<file path="src/rtl/spm_pkg.sv">
package spm_pkg;

    // Number of flag enables in a control word, plus one reference-select bit.
    localparam int FLAG_CNT = 6;
    localparam int CFG_W    = FLAG_CNT + 1;

    // Control word bit positions.
    localparam int SEL_BIT = 0;
    localparam int EN_LOR  = 1;
    localparam int EN_OOL  = 2;
    localparam int EN_INV  = 3;
    localparam int EN_PLK  = 4;
    localparam int EN_FLK  = 5;
    localparam int EN_IRQ  = 6;

    // Number of monitored references.
    localparam int NUM_REFS = 2;

    // Monitor flags of one reference.
    typedef struct packed {
        logic lor;
        logic ool;
        logic inv;
    } ref_flags_t;

    // Global flags.
    typedef struct packed {
        logic plk;
        logic flk;
        logic irq;
    } glob_flags_t;

endpackage

</file>
<file path="src/rtl/spm_cfg_bank.sv">
module spm_cfg_bank
    import spm_pkg::*;
#(
    parameter int NUM_PINS = 4,
    localparam int ADDR_W  = (NUM_PINS > 1) ? $clog2(NUM_PINS) : 1
) (
    input  logic                               clk,
    input  logic                               rst_n,
    input  logic                               we,
    input  logic [ADDR_W-1:0]                  addr,
    input  logic [CFG_W-1:0]                   wdata,
    output logic [NUM_PINS-1:0][CFG_W-1:0]     cfg_o
);

    typedef struct packed {
        logic [NUM_PINS-1:0][CFG_W-1:0] words;
    } bank_t;

    bank_t bank_d, bank_q;

    always_comb begin
        bank_d = bank_q;
        for (int i = 0; i < NUM_PINS; i++) begin
            if (we && (addr == ADDR_W'(i))) begin
                bank_d.words[i] = wdata;
            end
        end
    end

    always_ff @(posedge clk or negedge rst_n) begin
        if (!rst_n) begin
            bank_q <= '0;
        end else begin
            bank_q <= bank_d;
        end
    end

    assign cfg_o = bank_q.words;

    // the addressed word takes the written data.
    p_write_lands_r2: assert property (@(posedge clk) disable iff (!rst_n)
        we |=> (cfg_o[$past(addr)] == $past(wdata)));

    // without a write strobe, no word moves.
    p_hold_r2: assert property (@(posedge clk) disable iff (!rst_n)
        !we |=> $stable(cfg_o));

endmodule

</file>
<file path="src/rtl/spm_pin_combiner.sv">
module spm_pin_combiner
    import spm_pkg::*;
(
    input  logic [CFG_W-1:0] cfg,
    input  ref_flags_t       ref_a,
    input  ref_flags_t       ref_b,
    input  glob_flags_t      glob,
    output logic             pin
);

    ref_flags_t chosen;
    logic [FLAG_CNT-1:0] flag_vec;
    logic [FLAG_CNT-1:0] en_vec;

    always_comb begin
        // Exactly one reference feeds the monitor indications.
        chosen   = cfg[SEL_BIT] ? ref_b : ref_a;
        flag_vec = '0;
        flag_vec[EN_LOR-1] = chosen.lor;
        flag_vec[EN_OOL-1] = chosen.ool;
        flag_vec[EN_INV-1] = chosen.inv;
        flag_vec[EN_PLK-1] = glob.plk;
        flag_vec[EN_FLK-1] = glob.flk;
        flag_vec[EN_IRQ-1] = glob.irq;
        en_vec   = cfg[CFG_W-1:1];
        pin      = |(flag_vec & en_vec);
    end

endmodule

</file>
<file path="src/rtl/status_pin_mux.sv">
module status_pin_mux
    import spm_pkg::*;
#(
    parameter int NUM_PINS = 4,
    localparam int ADDR_W  = (NUM_PINS > 1) ? $clog2(NUM_PINS) : 1
) (
    input  logic                 clk,
    input  logic                 rst_n,
    input  logic                 cfg_we,
    input  logic [ADDR_W-1:0]    cfg_addr,
    input  logic [CFG_W-1:0]     cfg_wdata,
    input  logic [NUM_REFS-1:0]  ref_lor,
    input  logic [NUM_REFS-1:0]  ref_ool,
    input  logic [NUM_REFS-1:0]  ref_inv,
    input  logic                 phase_lock,
    input  logic                 freq_lock,
    input  logic                 irq_flag,
    input  logic                 drv_en,
    output logic [NUM_PINS-1:0]  status_out,
    output logic [NUM_PINS-1:0]  status_oe
);

    logic [NUM_PINS-1:0][CFG_W-1:0] cfg_words;
    logic [NUM_PINS-1:0]            pin_raw;
    ref_flags_t                     flags_a, flags_b;
    glob_flags_t                    flags_g;

    typedef struct packed {
        logic [NUM_PINS-1:0] pins;
    } out_t;

    out_t out_d, out_q;

    spm_cfg_bank #(
        .NUM_PINS (NUM_PINS)
    ) cfg_bank_i (
        .clk   (clk),
        .rst_n (rst_n),
        .we    (cfg_we),
        .addr  (cfg_addr),
        .wdata (cfg_wdata),
        .cfg_o (cfg_words)
    );

    always_comb begin
        flags_a = '{lor: ref_lor[0], ool: ref_ool[0], inv: ref_inv[0]};
        flags_b = '{lor: ref_lor[1], ool: ref_ool[1], inv: ref_inv[1]};
        flags_g = '{plk: phase_lock, flk: freq_lock, irq: irq_flag};
    end

    for (genvar p = 0; p < NUM_PINS; p++) begin : g_pin
        spm_pin_combiner comb_i (
            .cfg   (cfg_words[p]),
            .ref_a (flags_a),
            .ref_b (flags_b),
            .glob  (flags_g),
            .pin   (pin_raw[p])
        );

        // a word with no enables yields a low pin one edge later.
        p_idle_low_r7: assert property (@(posedge clk) disable iff (!rst_n)
            (cfg_words[p][CFG_W-1:1] == '0) |=> !status_out[p]);
    end

    always_comb begin
        out_d      = out_q;
        out_d.pins = pin_raw;
    end

    always_ff @(posedge clk or negedge rst_n) begin
        if (!rst_n) begin
            out_q <= '0;
        end else begin
            out_q <= out_d;
        end
    end

    assign status_out = out_q.pins;
    assign status_oe  = {NUM_PINS{drv_en}};

    // the pins show the combined value of the previous cycle.
    p_one_edge_r8: assert property (@(posedge clk) disable iff (!rst_n)
        1'b1 |=> (status_out == $past(pin_raw)));

endmodule

</file>
<file path="config.mk">
export PLATFORM = sky130hd
export DESIGN_NAME = status_pin_mux
export DESIGN_NICKNAME = d
export VERILOG_FILES = /design/src/rtl/spm_pkg.sv /design/src/rtl/spm_cfg_bank.sv /design/src/rtl/spm_pin_combiner.sv /design/src/rtl/status_pin_mux.sv
export SDC_FILE = /design/constraint.sdc
export NUM_CORES = 1
export LEC_CHECK = 0
export BUFFER_PORTS_ARGS = -buffer_cell sky130_fd_sc_hd__buf_4
export CORE_MARGIN = 4
export CORE_UTILIZATION = 53
export CTS_BUF_LIST = sky130_fd_sc_hd__clkbuf_4 sky130_fd_sc_hd__clkbuf_8 sky130_fd_sc_hd__clkbuf_16
export DETAILED_ROUTE_END_ITERATION = 10
export GPL_TIMING_DRIVEN = 1
export MAX_ROUTING_LAYER = met4
export PLACE_DENSITY = 0.78
export SLEW_MARGIN = 25
export SYNTH_ARGS = -nofsm -noshare
export SYNTH_HDL_FRONTEND = slang
export SYNTH_SLANG_ARGS = --single-unit
</file>
<file path="constraint.sdc">
create_clock -name clk -period 1.4 [get_ports clk]
set_input_delay 0.21 -clock clk [delete_from_list [all_inputs] [get_ports clk]]
set_output_delay 0.21 -clock clk [all_outputs]
set_load 0.005 [all_outputs]
</file>
# [Yosys cells after proc, flatten, opt, wreduce, memory -nomap -nowiden]
# Cells that the tools add are included.
[classes] bitwise_logic=4 mux=4 n_reduce_logical=9 n_eq_ne=3
[op_table] op="$and 6x6->6" n=4
[op_table] op="$reduce_or 6->1" n=4
[op_table] op="$mux 3" n=4
[op_table] op="$eq 2x2->1 const B" n=2
[op_table] op="$logic_and 1x1->1" n=4
[op_table] op="$eq 2x1->1 const B" n=1
[op_table] op="$logic_not 2->1" n=1
[word_totals] elab_cells=25 regBits=32 input_bits=22 out_inout_bits=8

# [Logic depth before layout (Yosys ltp)]
# Gate-level depths: netlist of run 1.
[depth] ltp_word=3 ltp_mapped=3 depth_no_buf=3

# [Hierarchy]
# A second synthesis of run 1 with hierarchy kept.
[hier_totals] cells_unflattened=96 area_unflattened_um2=1437.6
[modules_own_cells] mod="spm_cfg_bank" cells_each=60 seq_area_each_um2=700.7 instances=1 area_per_inst_um2=1067.3
[modules_own_cells] mod="spm_pin_combiner" cells_each=7 seq_area_each_um2=0.0 instances=4 area_per_inst_um2=60.1
[modules_own_cells] mod="status_pin_mux" cells_each=8 seq_area_each_um2=100.1 instances=1 area_per_inst_um2=130.1

# [Least setup slack after synthesis of run 1]
# Ideal clock, no wire load.
[synth_path] kind="reg-to-reg" start="reg cfg_bank_i.bank_q (netlist bit cfg_bank_i.cfg_o[0])" end="reg out_q (netlist bit status_out[0])" path_buffers=0 slack_ns=0.323 synth_period_minus_slack_ns=1.077 t_required_ns=1.265 setup_time_ns=0.135 arrival_time_ns=0.942 path_stages_with_launch=4 cell_sequence="dfrtp_1 > mux2_2 > a22oi_1 > nand3_1"
[synth_between] elab_chain_len=3
[synth_rtl] element="start, declared" line="spm_cfg_bank.sv:19" rtl="bank_t bank_d, bank_q;"
[synth_rtl] element="start signal, assigned" line="spm_cfg_bank.sv:34" rtl="bank_q <= bank_d;"
[synth_rtl] element="$mux 3" line="spm_pin_combiner.sv:17" rtl="chosen = cfg[SEL_BIT] ? ref_b : ref_a;"
[synth_rtl] element="$and 6x6->6" line="spm_pin_combiner.sv:26" rtl="pin = |(flag_vec & en_vec);"
[synth_rtl] element="$reduce_or 6->1" line="spm_pin_combiner.sv:26"
[synth_rtl] element="net g_pin[0].comb_i.pin" line="spm_pin_combiner.sv:8" rtl="output logic pin"
[synth_rtl] element="end signal, assigned" line="status_pin_mux.sv:74" rtl="out_q <= out_d;"
[synth_rtl] element="end, declared" line="status_pin_mux.sv:32" rtl="out_t out_d, out_q;"
# The timed path passes the listed nets, and every way through them passes these cells.
# A chain may end at the register's enable or synchronous reset.

# [Final worst setup path of run 1]
[layout_path] start="reg cfg_bank_i.bank_q (netlist bit cfg_bank_i.cfg_o[7])" end="reg out_q (netlist bit status_out[1])"
[layout_between] elab_chain_len=3
[layout_rtl] element="$mux 3" line="spm_pin_combiner.sv:17"
[layout_rtl] element="$and 6x6->6" line="spm_pin_combiner.sv:26"
[layout_rtl] element="$reduce_or 6->1" line="spm_pin_combiner.sv:26"
[layout_rtl] element="net g_pin[1].comb_i.pin" line="spm_pin_combiner.sv:8"
# The timed path passes the listed nets, and every way through them passes these cells.

==> results of run 1 <==
critical path: stages, from the launching register on:
cell,delay [ps]
dfrtp_1,430
mux2_2,360
a22oi_1,200
nand3_1,100
where the power goes:
| group | switching [mW] | internal [mW] |
|---|---|---|
| registers | 0.115 | 1.10 |
| logic | 0.160 | 0.289 |
| clock network | 0.312 | 0.474 |
| total | 0.586 | 1.87 |
per-layer routing:
metal | vias up | wire [um]
met5 | - | 0
met4 | 0 | 54
met3 | 7 | 162
met2 | 23 | 1350
met1 | 451 | 1250
li1 | 423 | -
state kept, by name, indices dropped and copies added (netlist names):
register          flops
status_out            4
cfg_bank_i.cfg_o     28
cells in the mapped netlist:
| cell type | instances |
|---|---|
| mux2_2 | 40 |
| nand2_1 | 4 |
| a222oi_1 | 4 |
| a22oi_1 | 4 |
| nand3_2 | 1 |
| nand3b_2 | 2 |
| nand3_1 | 4 |
| nor3b_4 | 1 |
| dfrtp_1 | 32 |
| buf_4 | 4 |
metrics by stage:
stage,setup WS [ps],utilization [%],hold slack [ps],power (mW),instances
6_report,184,68.6,127,2.45,155
5_1_grt,80.1,68.6,115,2.57,155
4_1_cts,180,68.6,118,2.47,155
3_5_place_dp,169,64.4,165,1.69,146
3_3_place_gp,197,64.4,158,1.66,146
2_1_floorplan,323,-,-85.6,1.49,96
kinds of logic (layout without fill, tap and decap cells):
group           count (synthesis)  count (layout)
compound gates                  8               8
buf+inv                         4              33
flops                          32              32
mux                            40              40
simple gates                   12              12
worst max path at each step:
| stage | to | depth (start not counted) | from |
|---|---|---|---|
| 2_1_floorplan | status_out[0] | 3 | cfg_bank_i.cfg_o[0] |
| 5_1_grt | status_out[3] | 3 | cfg_bank_i.cfg_o[21] |
| 3_5_place_dp | cfg_bank_i.cfg_o[5] | 3 | cfg_addr[0] |
| 3_3_place_gp | cfg_bank_i.cfg_o[6] | 3 | cfg_addr[0] |
| 4_1_cts | status_out[1] | 3 | cfg_bank_i.cfg_o[7] |
| 6_report | status_out[1] | 3 | cfg_bank_i.cfg_o[7] |
cell type report:
| cell class | count | area share, % |
|---|---|---|
| Tap cell | 30 | 2.17 |
| Multi-Input combinational cell | 60 | 35.1 |
| Clock inverter | 1 | 1.74 |
| Timing Repair Buffer | 25 | 11.0 |
| Sequential cell | 32 | 46.3 |
| Clock buffer | 7 | 3.76 |
==> results.cfg, run 1 <==
[critical_path]
rr_endpoint = status_out[1]
cp_max_fo = 4
setup.worst_path.end_class = flip-flop
reg2reg_slack_ps = 180
reg2regPathDepth = 3
regToRegStartpoint = cfg_bank_i.cfg_o[7]
critPathRequiredTime_ps = 1610
critical_path.startpoint_type = flip-flop
crit_type = reg2reg
arrival_ps = 1430

[final_layout]
multi_input_area_um2 = 607
layout_commonest_cell = mux2_2
final_layout_size_suffix_gt1_share_pct = 60.8
syn2layout_area_growth_pct = 20.4
n_fill_cell = 196
seq_area_um2 = 801
mostFrequentLayoutCells = mux2_2, dfrtp_1, buf_4
antenna_cells = 0
num-nets-final = 146
final_area_um2 = 1730

[cts]
cts_sinks = 32
cts_max_path_buffers = 2
clkTransAtPathRegs_ps = 90
insertion_delay_ps = 340
hold_buffers = 1
cts_buffers = 5
htreeDepth = 2
post_cts_buffers = 0
clockRootBuffer = clkbuf_4
cts_resized = 0
cts_tree = built

[power_and_ir_drop]
p_leak_nw = 0.760
power_density_nw_per_um2 = 1420
peakVddDrop_mv = 0.919

[synth]
syn_nets = 118
syn_area_um2 = 1440
synth.largest_area_cell = dfrtp_1
synthMuxAreaShare_pct = 31.3
syn_inst = 96
synth_top_family_by_area = multiplexers
synth_simple_gate_area_share_pct = 6.01
synthAdderAreaFrac_pct = 0
syn_avg_cell_area_um2 = 15.0
synth_area_leaders = dfrtp_1, mux2_2, a222oi_1, a22oi_1, buf_4
synth-xor-area-share_pct = 0
yosys_register_bits = 32
synth_cell_types = 10
yosysTopAreaCellShare_pct = 55.7
synth-compound-area-share_pct = 4.87
yosys_warnings = 0
synth_seq_area_share_pct = 55.7

[min_path]
min_to = cfg_bank_i.cfg_o[16]
holdCritPathClass = in2reg
hold_path_depth = 2
hp-start = cfg_wdata[2]

[grt]
grt_pass1_wl_mm = 4.65
use_met3_pct = 6.91
grt.total_usage_pct = 19.1
grt_pass1_vias = 951
grt_max_degree = 33
globalRouteMet2Util_pct = 27.6
grt_busiest_layer = met2
grt.overflow.total = 0
grtUsageMet1_pct = 24.8
antenna_found_initial = 0

[job]
maxCapViolations = 0

[placed_design]
routabilityCongestion = 0.774
dp_hpwl_mm = 2.08
post_dp_cell_area_um2 = 1630
portBuffers = 24

[sta]
clock_skew_ps = 3.41
rsz0062_at_grt = no
max_clock_freq_mhz = 822
hold_violations = 0
slew_headroom_pct = 74.3
period_minus_slack_ps = 1220
fin_tns_setup_ps = 0
slew_viol_final = 0
setup_violations = 0
tightest_slew_ps = 386
timing.final.crit_share_pct = 86.9

[status]
status = completed

[routing]
drc_errors = 0
vias = 904
avgViaCountPerCell = 5.83
totalWireLength_mm = 2.82
routedWlPerCell_um = 18.2
ant_nets = 0
firstDrtPassIters = 4
first_iter_violations = 41

[floorplan]
core_area_um2 = 2520
floorplan.rows = 18
die_width_um = 60.1
start_util_pct = 57.0
dieArea_um2 = 3610
io-pin-count = 30
fp.dieH_um = 60.1
(Power assumes the default switching activity.)
==> run 2, diff against run 1 <==
- SYNTH_HIERARCHICAL: unset -> 1
==> results.cfg, run 2 <==
[sta]
max_clock_freq_mhz = 812
clock_skew_ps = 7.61
whs_ps = 128
slew_headroom_pct = 71.8
rsz0062_at_grt = no
tightest_slew_ps = 424
fin_tns_setup_ps = 0
timing.final.crit_share_pct = 88.0
hold_violations = 0
setup_violations = 0
slew_viol_final = 0
period_minus_slack_ps = 1230

[routing]
drc_errors = 0
wl_met1_mm = 1.15
met2WireLength_mm = 1.40
totalWireLength_mm = 2.86
first_iter_violations = 34
routedWlPerCell_um = 18.4
firstDrtPassIters = 4
top_layer_used = met4
met3_length_um = 210
vias = 933
ant_nets = 0
avgViaCountPerCell = 6.02

[synth]
synth.largest_area_cell = dfrtp_1
synth_area_leaders = dfrtp_1, mux2_2, mux2_1, a222oi_1, a22oi_1
synth_simple_gate_area_share_pct = 6.01
yosysTopAreaCellShare_pct = 55.7
syn_nets = 118
synth-xor-area-share_pct = 0
yosys_warnings = 6
synth_ff_type = dfrtp_1
async_flop_share_pct = 100
yosys_register_bits = 32
syn_area_um2 = 1440
synth_enable_flop_cells = 0
syn_avg_cell_area_um2 = 15.0
synth_seq_area_share_pct = 55.7
synth-compound-area-share_pct = 4.87
synthTopCellsByCount = mux2_2, dfrtp_1
synth_top_family_by_area = multiplexers
synthMuxAreaShare_pct = 31.3
syn_inst = 96
synth_cell_types = 11
yosysMostFrequentCell = mux2_2
synthAdderAreaFrac_pct = 0

[min_path]
holdCritPathClass = in2reg

[floorplan]
io-pin-count = 30
dieArea_um2 = 3610
die_width_um = 60.1
core_area_um2 = 2520
fp.dieH_um = 60.1
start_util_pct = 57.0
floorplan.rows = 18

[power_and_ir_drop]
power_density_nw_per_um2 = 1380
power_mw = 2.36
peakVddDrop_mv = 1.05
p_leak_nw = 0.754

[cts]
clockRootBuffer = clkbuf_4
cts_resized = 0
cts_tree = built
cts_buffers = 5
cts_sinks = 32
clkTransAtPathRegs_ps = 100
hold_buffers = 1
htreeDepth = 2
post_cts_buffers = 0
cts_max_path_buffers = 2
insertion_delay_ps = 330

[final_layout]
num-nets-final = 146
mostFrequentLayoutCells = mux2_2, dfrtp_1, buf_4
largest_reg_flops = 28
antenna_cells = 0
syn2layout_area_growth_pct = 19.3
layout_commonest_cell = mux2_2
final_layout_size_suffix_gt1_share_pct = 57.6

[grt]
grt.overflow.total = 0
grt.total_usage_pct = 20.0
grt_pass1_wl_mm = 4.86
antenna_found_initial = 0
grt_max_degree = 33
grt_pass1_vias = 971

[job]
maxCapViolations = 0

[critical_path]
critical_path.startpoint_type = flip-flop
setup.worst_path.end_class = flip-flop
cp_max_fo = 4
arrival_ps = 1440
crit_type = reg2reg
critPathRequiredTime_ps = 1610

[placed_design]
dp_hpwl_mm = 2.15
routabilityCongestion = 0.717
portBuffers = 24

[status]
status = completed
run 2: cell count changes in the layout (fill, tap and decap cells not counted), sizes merged:
cell | before | now
clkbuf | 7 | 6
clkinv | 0 | 1
run 2: cell families after synthesis:
group / count (synthesis)
multiplexers: 40
flip-flops: 32
buffers and inverters: 4
AND/OR/NAND/NOR: 12
AO/OA/AOI/OAI: 8
run 2: critical path, stage by stage, from the launching register on:
cell and delay (ps):
dfrtp_1 440, mux2_1 340, a22oi_1 220, nand3_1 110
run 2: metal layers:
metal	GRT usage (%)	vias up
met5	-	-
met4	12.7	0
met3	7.34	8
met2	28.2	41
met1	24.1	463
li1	-	421
run 2: final timing paths:
path                                      start                   end  slack (ps)  cells past startpoint
max                        cfg_bank_i/cfg_o[14]         status_out[2]         170                      3
min                                cfg_wdata[6]  cfg_bank_i/cfg_o[20]         130                      2
max reg2reg                cfg_bank_i/cfg_o[14]         status_out[2]         170                      3
min reg2reg                 cfg_bank_i/cfg_o[2]         status_out[0]         510                      2
max in group asynchronous                 rst_n  cfg_bank_i/cfg_o[13]         770                      2
min in group asynchronous                 rst_n         status_out[3]         340                      2
run 2: cell type report:
cell class | instances | area (um2)
repair buffers | 25 | 190
clock buffers | 6 | 45.0
clock inverters | 2 | 35.0
well taps | 30 | 37.5
fillers | 192 | 807
multi-input cells | 60 | 607
flip-flops and latches | 32 | 801
run 2: power breakdown:
part / total, mW / internal [mW] / switching (mW)
clock network: 0.697 / 0.393 / 0.303
registers: 1.22 / 1.10 / 0.115
logic: 0.444 / 0.283 / 0.161
total: 2.36 / 1.78 / 0.580
run 2: per-stage QoR:
| step | cells | utilization (%) | setup slack (ps) | area [um2] |
|---|---|---|---|---|
| floorplan | 96 | - | 327 | 1440 |
| global placement | 146 | 64.4 | 167 | 1630 |
| detailed placement | 146 | 64.4 | 146 | 1630 |
| CTS | 155 | 68.0 | 139 | 1720 |
| global route | 155 | 68.0 | 82.0 | 1720 |
| finish | 155 | 68.0 | 168 | 1720 |
